--- src/rtl/nor_cmd_pkg.sv ---
// Package: command codes, unlock keys and mode encoding shared by the
// command decoder modules. Assumes word-mode addressing.
package nor_cmd_pkg;
    localparam logic [7:0] KEY1_DATA    = 8'hAA;
    localparam logic [7:0] KEY2_DATA    = 8'h55;
    localparam int unsigned KEY1_ADDR   = 'h555;
    localparam int unsigned KEY2_ADDR   = 'h2AA;
    localparam logic [7:0] CMD_IDENT    = 8'h90;
    localparam logic [7:0] CMD_RESET    = 8'hF0;
    localparam logic [7:0] CMD_PROGRAM  = 8'hA0;
    localparam logic [7:0] CMD_ERA_SET  = 8'h80;
    localparam logic [7:0] CMD_ERA_GO   = 8'h30;
    localparam logic [7:0] CMD_SUSPEND  = 8'hB0;
    localparam logic [7:0] CMD_RESUME   = 8'h30;

    typedef enum logic [2:0] {
        ST_READ, ST_ID, ST_PGM_ARM, ST_PROG,
        ST_ERA_ARM, ST_ERASE, ST_SUSP, ST_ID_SUSP
    } mode_e;
endpackage

--- src/rtl/nor_unlock_tracker.sv ---
// Unlock tracker: follows the two-write key sequence and flags the write
// that follows it as a command. Assumes one-cycle write strobes; the
// sequence is cleared whenever enable is low.
module nor_unlock_tracker
    import nor_cmd_pkg::*;
#(
    parameter int ADDR_W = 16
) (
    input  logic              clk,
    input  logic              rst_n,
    input  logic              enable,
    input  logic              wr_en,
    input  logic [ADDR_W-1:0] wr_addr,
    input  logic [7:0]        wr_data,
    output logic              cmd_stb,
    output logic              stray,
    output logic              seq_idle
);
    localparam logic [1:0] STG_NONE = 2'd0;
    localparam logic [1:0] STG_ONE  = 2'd1;
    localparam logic [1:0] STG_CMD  = 2'd2;

    logic [1:0] stage;
    logic       hit1, hit2;

    // Key match decode for the current write.
    always_comb begin
        hit1 = (wr_addr == ADDR_W'(KEY1_ADDR)) && (wr_data == KEY1_DATA);
        hit2 = (wr_addr == ADDR_W'(KEY2_ADDR)) && (wr_data == KEY2_DATA);
    end

    assign cmd_stb  = enable && wr_en && (stage == STG_CMD);
    assign stray    = enable && wr_en &&
                      (((stage == STG_NONE) && !hit1) || ((stage == STG_ONE) && !hit2));
    assign seq_idle = (stage == STG_NONE);

    // Advance on matching keys, fall back to the start on anything else.
    always_ff @(posedge clk) begin
        if (!rst_n || !enable) begin
            stage <= STG_NONE;
        end else if (wr_en) begin
            case (stage)
                STG_NONE: stage <= hit1 ? STG_ONE : STG_NONE;
                STG_ONE:  stage <= hit2 ? STG_CMD : STG_NONE;
                default:  stage <= STG_NONE;
            endcase
        end
    end
endmodule

--- src/rtl/nor_mode_fsm.sv ---
// Mode state machine: moves between read, identification, program, erase
// and suspend on decoded commands and op_done. Assumes cmd_stb, stray and
// seq_idle come from the unlock tracker of the same write.
module nor_mode_fsm
    import nor_cmd_pkg::*;
(
    input  logic       clk,
    input  logic       rst_n,
    input  logic       wr_en,
    input  logic [7:0] wr_data,
    input  logic       cmd_stb,
    input  logic       stray,
    input  logic       seq_idle,
    input  logic       op_done,
    output mode_e      mode,
    output logic       trk_en
);
    mode_e nxt;

    // Tracker only listens in states that accept unlock sequences.
    assign trk_en = (mode == ST_READ) || (mode == ST_ID) || (mode == ST_ERA_ARM) ||
                    (mode == ST_SUSP) || (mode == ST_ID_SUSP);

    // Next-mode decode.
    always_comb begin
        nxt = mode;
        case (mode)
            ST_READ: if (cmd_stb) begin
                if (wr_data == CMD_IDENT)        nxt = ST_ID;
                else if (wr_data == CMD_PROGRAM) nxt = ST_PGM_ARM;
                else if (wr_data == CMD_ERA_SET) nxt = ST_ERA_ARM;
            end
            ST_ID:      if (wr_en && wr_data == CMD_RESET) nxt = ST_READ;
            ST_PGM_ARM: if (wr_en) nxt = ST_PROG;
            ST_PROG:    if (op_done) nxt = ST_READ;
            ST_ERA_ARM: begin
                if (cmd_stb) nxt = (wr_data == CMD_ERA_GO) ? ST_ERASE : ST_READ;
                else if (stray) nxt = ST_READ;
            end
            ST_ERASE: begin
                if (op_done) nxt = ST_READ;
                else if (wr_en && wr_data == CMD_SUSPEND) nxt = ST_SUSP;
            end
            ST_SUSP: begin
                if (cmd_stb && wr_data == CMD_IDENT) nxt = ST_ID_SUSP;
                else if (wr_en && seq_idle && wr_data == CMD_RESUME) nxt = ST_ERASE;
            end
            ST_ID_SUSP: if (wr_en && wr_data == CMD_RESET) nxt = ST_SUSP;
            default: nxt = ST_READ;
        endcase
    end

    // Mode register.
    always_ff @(posedge clk) begin
        if (!rst_n) mode <= ST_READ;
        else        mode <= nxt;
    end
endmodule

--- src/rtl/nor_id_rom.sv ---
// Identification read table: fixed codes and per-sector protection flags.
// Assumes the sector number is the top SECT_W address bits.
module nor_id_rom #(
    parameter int                        ADDR_W   = 16,
    parameter int                        SECT_W   = 3,
    parameter logic [7:0]                MFR_CODE = 8'h7F,
    parameter logic [7:0]                DEV_CODE = 8'hA3,
    parameter logic [(1<<SECT_W)-1:0]    PROT_MAP = '0
) (
    input  logic              id_active,
    input  logic [ADDR_W-1:0] rd_addr,
    output logic [7:0]        rd_data
);
    localparam int OFS_W  = ADDR_W - SECT_W;
    localparam int N_MFR  = 4;

    logic [SECT_W-1:0] sect;
    logic [OFS_W-1:0]  ofs;
    logic [N_MFR-1:0]  mfr_hit;

    assign sect = rd_addr[ADDR_W-1 -: SECT_W];
    assign ofs  = rd_addr[OFS_W-1:0];

    // One comparator per manufacturer-code alias offset (0h, 4h, 8h, Ch).
    for (genvar i = 0; i < N_MFR; i++) begin : g_mfr
        assign mfr_hit[i] = (ofs == OFS_W'(4 * i));
    end

    // Read data select.
    always_comb begin
        rd_data = 8'h00;
        if (id_active) begin
            if (|mfr_hit)                 rd_data = MFR_CODE;
            else if (ofs == OFS_W'(1))    rd_data = DEV_CODE;
            else if (ofs == OFS_W'(2))    rd_data = {7'd0, PROT_MAP[sect]};
        end
    end
endmodule

--- src/rtl/nor_cmd_decoder.sv ---
// Top: NOR flash command decoder. Combines the unlock tracker, the mode
// state machine and the identification table. Assumes single-cycle host
// write strobes and that op_done is pulsed by the array model.
module nor_cmd_decoder
    import nor_cmd_pkg::*;
#(
    parameter int                     ADDR_W   = 16,
    parameter int                     SECT_W   = 3,
    parameter logic [7:0]             MFR_CODE = 8'h7F,
    parameter logic [7:0]             DEV_CODE = 8'hA3,
    parameter logic [(1<<SECT_W)-1:0] PROT_MAP = 8'b1000_0101
) (
    input  logic              clk,
    input  logic              rst_n,
    input  logic              wr_en,
    input  logic [ADDR_W-1:0] wr_addr,
    input  logic [7:0]        wr_data,
    input  logic [ADDR_W-1:0] rd_addr,
    input  logic              op_done,
    output logic              rd_id,
    output logic [7:0]        rd_data,
    output logic              busy,
    output logic              suspended
);
    mode_e mode;
    logic  trk_en, cmd_stb, stray, seq_idle;

    nor_unlock_tracker #(.ADDR_W(ADDR_W)) u_trk (
        .clk(clk), .rst_n(rst_n), .enable(trk_en), .wr_en(wr_en),
        .wr_addr(wr_addr), .wr_data(wr_data),
        .cmd_stb(cmd_stb), .stray(stray), .seq_idle(seq_idle)
    );

    nor_mode_fsm u_fsm (
        .clk(clk), .rst_n(rst_n), .wr_en(wr_en), .wr_data(wr_data),
        .cmd_stb(cmd_stb), .stray(stray), .seq_idle(seq_idle),
        .op_done(op_done), .mode(mode), .trk_en(trk_en)
    );

    // Port-level mode flags.
    assign rd_id     = (mode == ST_ID) || (mode == ST_ID_SUSP);
    assign busy      = (mode == ST_PROG) || (mode == ST_ERASE);
    assign suspended = (mode == ST_SUSP) || (mode == ST_ID_SUSP);

    nor_id_rom #(
        .ADDR_W(ADDR_W), .SECT_W(SECT_W), .MFR_CODE(MFR_CODE),
        .DEV_CODE(DEV_CODE), .PROT_MAP(PROT_MAP)
    ) u_rom (
        .id_active(rd_id), .rd_addr(rd_addr), .rd_data(rd_data)
    );
endmodule

--- config.mk ---
export PLATFORM = sky130hd
export DESIGN_NAME = nor_cmd_decoder
export DESIGN_NICKNAME = d
export VERILOG_FILES = /design/src/rtl/nor_cmd_pkg.sv /design/src/rtl/nor_unlock_tracker.sv /design/src/rtl/nor_mode_fsm.sv /design/src/rtl/nor_id_rom.sv /design/src/rtl/nor_cmd_decoder.sv
export SDC_FILE = /design/constraint.sdc
export NUM_CORES = 1
export LEC_CHECK = 0
export CAP_MARGIN = 20
export CORE_ASPECT_RATIO = 0.75
export CORE_MARGIN = 2
export CORE_UTILIZATION = 36
export DETAILED_ROUTE_END_ITERATION = 12
export PLACE_DENSITY_LB_ADDON = 0.2
export RECOVER_POWER = 50
export SLEW_MARGIN = 20
export SYNTH_ARGS = -nofsm -noshare
export SYNTH_HDL_FRONTEND = slang
export SYNTH_SLANG_ARGS = --single-unit
export TNS_END_PERCENT = 5
--- constraint.sdc ---
create_clock -name clk -period 4.7 [get_ports clk]
set_input_delay 0.94 -clock clk [delete_from_list [all_inputs] [get_ports clk]]
set_output_delay 0.94 -clock clk [all_outputs]
set_load 0.03 [all_outputs]
==> results of run 1 <==
## worst max-delay path: cells and delay by family
family        cells  cell delay (ps)
simple gates      5             1240
buf+inv           2             1100
## registers in the layout, indices dropped and copies added (netlist names)
signal and flops:
u_trk.stage 2, u_fsm.mode 3
## per-layer routing
layer,vias to the layer above,global-route usage (%)
li1,508,-
met1,457,27.50
met2,46,32.94
met3,2,2.744
met4,0,9.524
met5,-,0
## worst max path at each step
stage / start / end / slack, ps / cells after the start
2_1_floorplan: rd_addr[5] / rd_data[3] / 1030 / 6
3_3_place_gp: rd_addr[5] / rd_data[2] / 520 / 7
3_5_place_dp: rd_addr[5] / rd_data[3] / 440 / 7
4_1_cts: rd_addr[5] / rd_data[3] / 440 / 7
5_1_grt: rd_addr[5] / rd_data[4] / 300 / 7
6_report: rd_addr[5] / rd_data[3] / 470 / 7
## power by group
group | internal (mW) | switching [mW] | leakage [nW]
Clock | 0.0320 | 0.0158 | 0.0150
Combinational | 0.0358 | 0.0153 | 0.384
Sequential | 0.0426 | 0.000000000781 | 0.0402
## cell families (layout without fill, tap and decap cells)
kind of cell | Yosys count | after routing | synth area share, %
AOI/OAI and AO/OA | 25 | 25 | 24.41
buffers and inverters | 11 | 62 | 7.796
DFF | 5 | 5 | 13.56
muxes | 1 | 1 | 1.356
and+or+nand+nor | 64 | 64 | 52.88
## area by class of cell
class / instances / area, sq um
Fill cell: 189 / 696.9
Timing Repair Buffer: 54 / 540.5
Sequential cell: 5 / 100.1
Clock buffer: 4 / 26.28
Multi-Input combinational cell: 90 / 570.5
Tap cell: 24 / 30.03
Inverter: 4 / 15.01
## cells in the final DEF, fill, tap and decap left out, types with 2 or more instances in the layout
cell type and instances:
sky130_fd_sc_hd__a21oi_1 6, sky130_fd_sc_hd__nand4_1 3, sky130_fd_sc_hd__nor3_1 4, sky130_fd_sc_hd__nor4_1 5, sky130_fd_sc_hd__nand3b_1 4, sky130_fd_sc_hd__nand3_1 3, sky130_fd_sc_hd__nor4bb_1 2, sky130_fd_sc_hd__a21boi_0 2
sky130_fd_sc_hd__inv_1 3, sky130_fd_sc_hd__a311oi_1 2, sky130_fd_sc_hd__nor2b_1 5, sky130_fd_sc_hd__clkbuf_4 3, sky130_fd_sc_hd__nand4b_1 2, sky130_fd_sc_hd__nor2_1 8, sky130_fd_sc_hd__or4_1 3, sky130_fd_sc_hd__dlygate4sd3_1 6
sky130_fd_sc_hd__nand2b_1 3, sky130_fd_sc_hd__nand2_1 9, sky130_fd_sc_hd__o21ai_0 9, sky130_fd_sc_hd__nor3b_1 2, sky130_fd_sc_hd__dfxtp_1 5, sky130_fd_sc_hd__clkdlybuf4s50_1 48, sky130_fd_sc_hd__nor4b_1 2, sky130_fd_sc_hd__and3_1 3
sky130_fd_sc_hd__and2_1 2
## per-stage QoR
stage	hold WS, ps	util (%)	std cells
after global placement	578.3	63.97	177
final	625.2	64.79	181
after floorplan	527.8	-	106
after global routing	685.2	64.79	181
after detailed placement	618.2	63.97	177
after CTS	628.6	65.30	181
==> results.cfg, run 1 <==
[power_and_ir_drop]
p_leak_nw = 0.4394
total_power_uw = 141.5
max-vdd-ir-drop_uv = 136.7
power_density_over_cell_area_nw_per_um2 = 110.4

[drt]
top_routing_layer_in_use = met4
drt_pre_antenna_iters = 4
remaining_drc_errors = 0
detail_route.vias_per_cell = 5.597
first_iter_violations = 32
route.detailed.wl_per_inst_microns = 13.28
detail_route.wirelength.met1_microns = 1094
wl_met2_microns = 1131
routed_wl_microns = 2403
dr_wl_met3_microns = 167
route.antenna.remaining_nets = 0
routed-via-count = 1013

[worst_setup_path]
worstPathRequired_ps = 3760
rr_worst_depth = 6
r2r_setup_slack_ps = 2720
timing.rr.end = u_fsm.mode[2]
critical_path.endpoint_type = output port
worst-setup-path-type = in2out
timing.critical_path.fanout_max = 4
crit_path_start_kind = primary input
cpMaxStageDelayCell = sky130_fd_sc_hd__clkdlybuf4s50_1
critical_path.cell_chain = clkdlybuf4s50_1, or4_1, nor3_1, and3_1, nor2b_1, nor2b_1, clkdlybuf4s50_1
source_of_the_worst_register_to_register_timing_path = u_fsm.mode[0]
worst_ep_arrival_time_ps = 3290
max_stage_delay_ps = 710

[logic_synthesis]
synthesis.yosys.warnings = 0
postSynth.topFlopCell = sky130_fd_sc_hd__dfxtp_1
synth.ff_latch_count = 5
synth-seq-area-share_pct = 13.56
netlist.top_cell.by_area = sky130_fd_sc_hd__dfxtp_1
synth.cell_area_sq_um = 738.2
postSynthNetCount = 150
synth_async_sr_flop_share_pct = 0
synth_top_cells_by_count = sky130_fd_sc_hd__nand2_1 (9), sky130_fd_sc_hd__o21ai_0 (9), sky130_fd_sc_hd__nor2_1 (8)
synth_top_cell_area_share_pct = 13.56
synth_enable_flop_cells = 0
netlist_top_cells_area = sky130_fd_sc_hd__dfxtp_1 (14%), sky130_fd_sc_hd__o21ai_0 (6.1%), sky130_fd_sc_hd__nand2_1 (4.6%)
netlist_instances = 106
netlist-cell-type-count = 39
syn-mean-instance-area_sq_um = 6.964

[floorplan]
die-area_sq_um = 2433
core_area_sq_um = 1979
die_height_microns = 43.22
std_cell_rows = 14
ios = 55
die_x_microns = 56.29
floorplan.initialDensity_pct = 37.29

[clock_tree]
post-cts-setup-buffers = 0
cts_sinks = 5
cts_inserted_buffers = 3
clock_root_buffer = sky130_fd_sc_hd__clkbuf_4
htree_levels = 1
postCtsHoldBufs = 0
ctsLongestPathBuffers = 2
insertion_delay_ps = 240
cts_tree = yes
clk_pin_slew_worst_paths_ps = 40
cts-resized-gates = 0

[timing]
post-route-worst-setup-slack_ps = 472.9
drv_slew = 0
layout_worst_path_cycle_share_pct = 89.94
worst_clock_skew_ps = 0.9936
hold_viol_final = 0
tns_ps = 0
worstMarginPinSlew_ps = 634.5
fin_crit_ps = 4227
setup_viol = 0
timing.slew.headroom_pct = 57.31
max_freq_mhz = 236.6
rsz0062_at_grt = no

[final_layout]
antenna-diode-count = 0
design_area_sq_um = 1282
layout-drive-gt1-share_pct = 3.185
num-nets-final = 202
synthToLayoutAreaGrowth_pct = 73.73

[hold_path]
hp-class = reg2reg
worst_hold_path.num_cells = 2
hold_path_end = u_fsm.mode[0]
hold_path_startpoint = u_fsm.mode[0]

[placed_design]
routabilityCongestion = 0.8203
detailed_place_hpwl_microns = 2069
buffer_ports.inserted = 54
post_dp_cell_area_sq_um = 1266
place_worst_setup_slack_ps = 436.1

[grt]
antenna_found_initial = 0
grt_pass1_wl_microns = 3946
grt_usage_pct = 20.59
number_of_global_route_vias_before_repair = 881
pin_count_of_the_biggest_net_entering_global_routing = 16
globalRoute.totalOverflow = 0

[flow_run]
max_cap_viol_count = 0

[outcome]
outcome = finished, final reports clean
Power figures use the tool's default switching activity.
==> run 2, diff against run 1 <==
--- a/config.mk
+++ b/config.mk
@@ -8,7 +8,8 @@
 export CAP_MARGIN = 20
 export CORE_ASPECT_RATIO = 0.75
 export CORE_MARGIN = 2
-export CORE_UTILIZATION = 36
+export CORE_UTILIZATION = 38
+export CTS_BUF_LIST = sky130_fd_sc_hd__clkbuf_8
 export DETAILED_ROUTE_END_ITERATION = 12
 export PLACE_DENSITY_LB_ADDON = 0.2
 export RECOVER_POWER = 50
==> run 2 against run 1 <==
  * Global-route usage increased by 5.1 points
  * First-iteration DRC count up 91%
  * Final cell count down 1.1%
  * Critical path depth unchanged
  * Sequential power about the same
  * Hold slack worse by 7.0 ps
  * Combinational power is 1% higher
  * Utilization up 8.5 points
  * Die area down 4.8%
  * Routed wire length up 11%
  * Critical endpoint unchanged
==> results.cfg, run 2 (synthesized netlist as in run 1, its figures left out) <==
[clock_tree]
ctsLongestPathBuffers = 2
cts_inserted_buffers = 3
postCtsHoldBufs = 0
htree_levels = 1
clk_pin_slew_worst_paths_ps = 30
cts-resized-gates = 0
post-cts-setup-buffers = 0
cts_sinks = 5
clock_root_buffer = sky130_fd_sc_hd__clkbuf_8
cts_tree = yes
insertion_delay_ps = 220

[drt]
remaining_drc_errors = 0
routed_wl_microns = 2676
drt_pre_antenna_iters = 4
route.detailed.wl_per_inst_microns = 14.95
route.antenna.remaining_nets = 0
first_iter_violations = 61
detail_route.vias_per_cell = 5.872
routed-via-count = 1051

[grt]
grt_pass1_wl_microns = 4471
globalRoute.totalOverflow = 0
antenna_found_initial = 0
number_of_global_route_vias_before_repair = 968
pin_count_of_the_biggest_net_entering_global_routing = 16
grt_usage_pct = 25.66

[floorplan]
die_x_microns = 54.90
die_height_microns = 42.17
die-area_sq_um = 2315
std_cell_rows = 13
ios = 55
core_area_sq_um = 1773
floorplan.initialDensity_pct = 41.64

[timing]
timing.slew.headroom_pct = 58.06
tns_ps = 0
drv_slew = 0
layout_worst_path_cycle_share_pct = 91.46
hold_viol_final = 0
worst_clock_skew_ps = 1.023
max_freq_mhz = 232.6
rsz0062_at_grt = no
post-route-worst-setup-slack_ps = 401.5
setup_viol = 0
worstMarginPinSlew_ps = 623.3
fin_worst_hold_slack_ps = 618.2
fin_crit_ps = 4299

[outcome]
outcome = finished, final reports clean

[worst_setup_path]
crit_path_start_kind = primary input
worstPathRequired_ps = 3760
timing.critical_path.fanout_max = 4
cpMaxStageDelayCell = sky130_fd_sc_hd__clkdlybuf4s50_1
source_of_the_worst_register_to_register_timing_path = u_fsm.mode[0]
timing.rr.end = u_fsm.mode[1]
worst_setup_path_startpoint = rd_addr[5]
r2r_setup_slack_ps = 2680
worst-setup-path-type = in2out
worst_ep_arrival_time_ps = 3360
rr_worst_depth = 6
critical_path.endpoint_type = output port
max_stage_delay_ps = 720
critical_path.cell_chain = clkdlybuf4s50_1, or4_1, nor3_1, and3_1, nor2b_1, nor2b_1, clkdlybuf4s50_1

[hold_path]
worst_hold_path.num_cells = 2
hold_path_startpoint = u_fsm.mode[0]
hp-class = reg2reg
hold_path_end = u_fsm.mode[0]

[flow_run]
max_cap_viol_count = 0

[final_layout]
largest_register_ffs = 3
mostFrequentLayoutCell = sky130_fd_sc_hd__clkdlybuf4s50_1
layout_top_registers = u_fsm.mode: 3 flops, u_trk.stage: 2 flops
filler_cell_count = 136
layout.cells.most_common_list = sky130_fd_sc_hd__clkdlybuf4s50_1 (48), sky130_fd_sc_hd__o21ai_0 (9), sky130_fd_sc_hd__nand2_1 (9)
num-nets-final = 202
antenna-diode-count = 0
max_flop_register = u_fsm.mode
layout-drive-gt1-share_pct = 3.185
synthToLayoutAreaGrowth_pct = 75.93

[power_and_ir_drop]
power_switching_uw = 35.99
power_frac_seq_pct = 25.1
combinational_fraction_of_design_power_pct = 30.4
power_density_over_cell_area_nw_per_um2 = 131.3
p_leak_nw = 0.4513
sw_frac_of_total_pct = 21.11
cell_internal_pwr_uw = 134.5
max-vdd-ir-drop_uv = 177.1
p_clk_share_pct = 44.5

[placed_design]
routabilityCongestion = 0.8752
place_worst_setup_slack_ps = 378.2
buffer_ports.inserted = 54
detailed_place_hpwl_microns = 2264
-- run 2: changes by cell type in the layout (fill, tap and decap cells not counted) --
cell,delta
sky130_fd_sc_hd__clkbuf_1,-1
sky130_fd_sc_hd__inv_1,+1
sky130_fd_sc_hd__clkbuf_4,-3
sky130_fd_sc_hd__clkbuf_8,+3
-- run 2: layer usage --
layer | track usage (%) | part of all wire [%] | up-vias
met4 | 9.268 | 0.49 | 0
met3 | 3.929 | 9.2 | 2
li1 | - | - | 507
met1 | 35.62 | 42 | 485
met5 | 0 | 0 | -
met2 | 39.29 | 48 | 57
-- run 2: worst max-delay path by stage --
stage          slack [ps]    endpoint
2_1_floorplan        1030  rd_data[3]
3_3_place_gp          520  rd_data[2]
3_5_place_dp          380  rd_data[3]
4_1_cts               380  rd_data[3]
5_1_grt               270  rd_data[3]
6_report              400  rd_data[3]
-- run 2: per-stage QoR --
stage	utilization [%]	instance area [sq um]	instances	power [mW]
CTS	73.82	1309	179	0.1742
finish	73.25	1299	179	0.1705
global route	73.25	1299	179	0.1810
floorplan	-	738.2	106	0.05232
global placement	71.28	1264	175	0.09383
detailed placement	71.28	1264	175	0.09522
-- run 2: cell type report --
type / instances / area [sq um] / share of cell area, %
Inverter: 4 / 15.01 / 1.156
Tap cell: 22 / 27.53 / 2.119
Clock buffer: 3 / 41.29 / 3.179
Timing Repair Buffer: 54 / 540.5 / 41.62
Clock inverter: 1 / 3.754 / 0.2890
Multi-Input combinational cell: 90 / 570.5 / 43.93
Sequential cell: 5 / 100.1 / 7.707
-- run 2: critical path, delay by kind of cell --
kind | cells | cell delay (ps)
buffers and inverters | 2 | 1120
and+or+nand+nor | 5 | 1290
-- run 2: power groups by stage --
stage / logic [mW] / clock network [mW] / registers [mW]
global route: 0.0553 / 0.0830 / 0.0427
finish: 0.0518 / 0.0759 / 0.0427
global placement: 0.0505 / 0 / 0.0433
CTS: 0.0523 / 0.0793 / 0.0427
floorplan: 0.00901 / 0 / 0.0433
detailed placement: 0.0519 / 0 / 0.0433
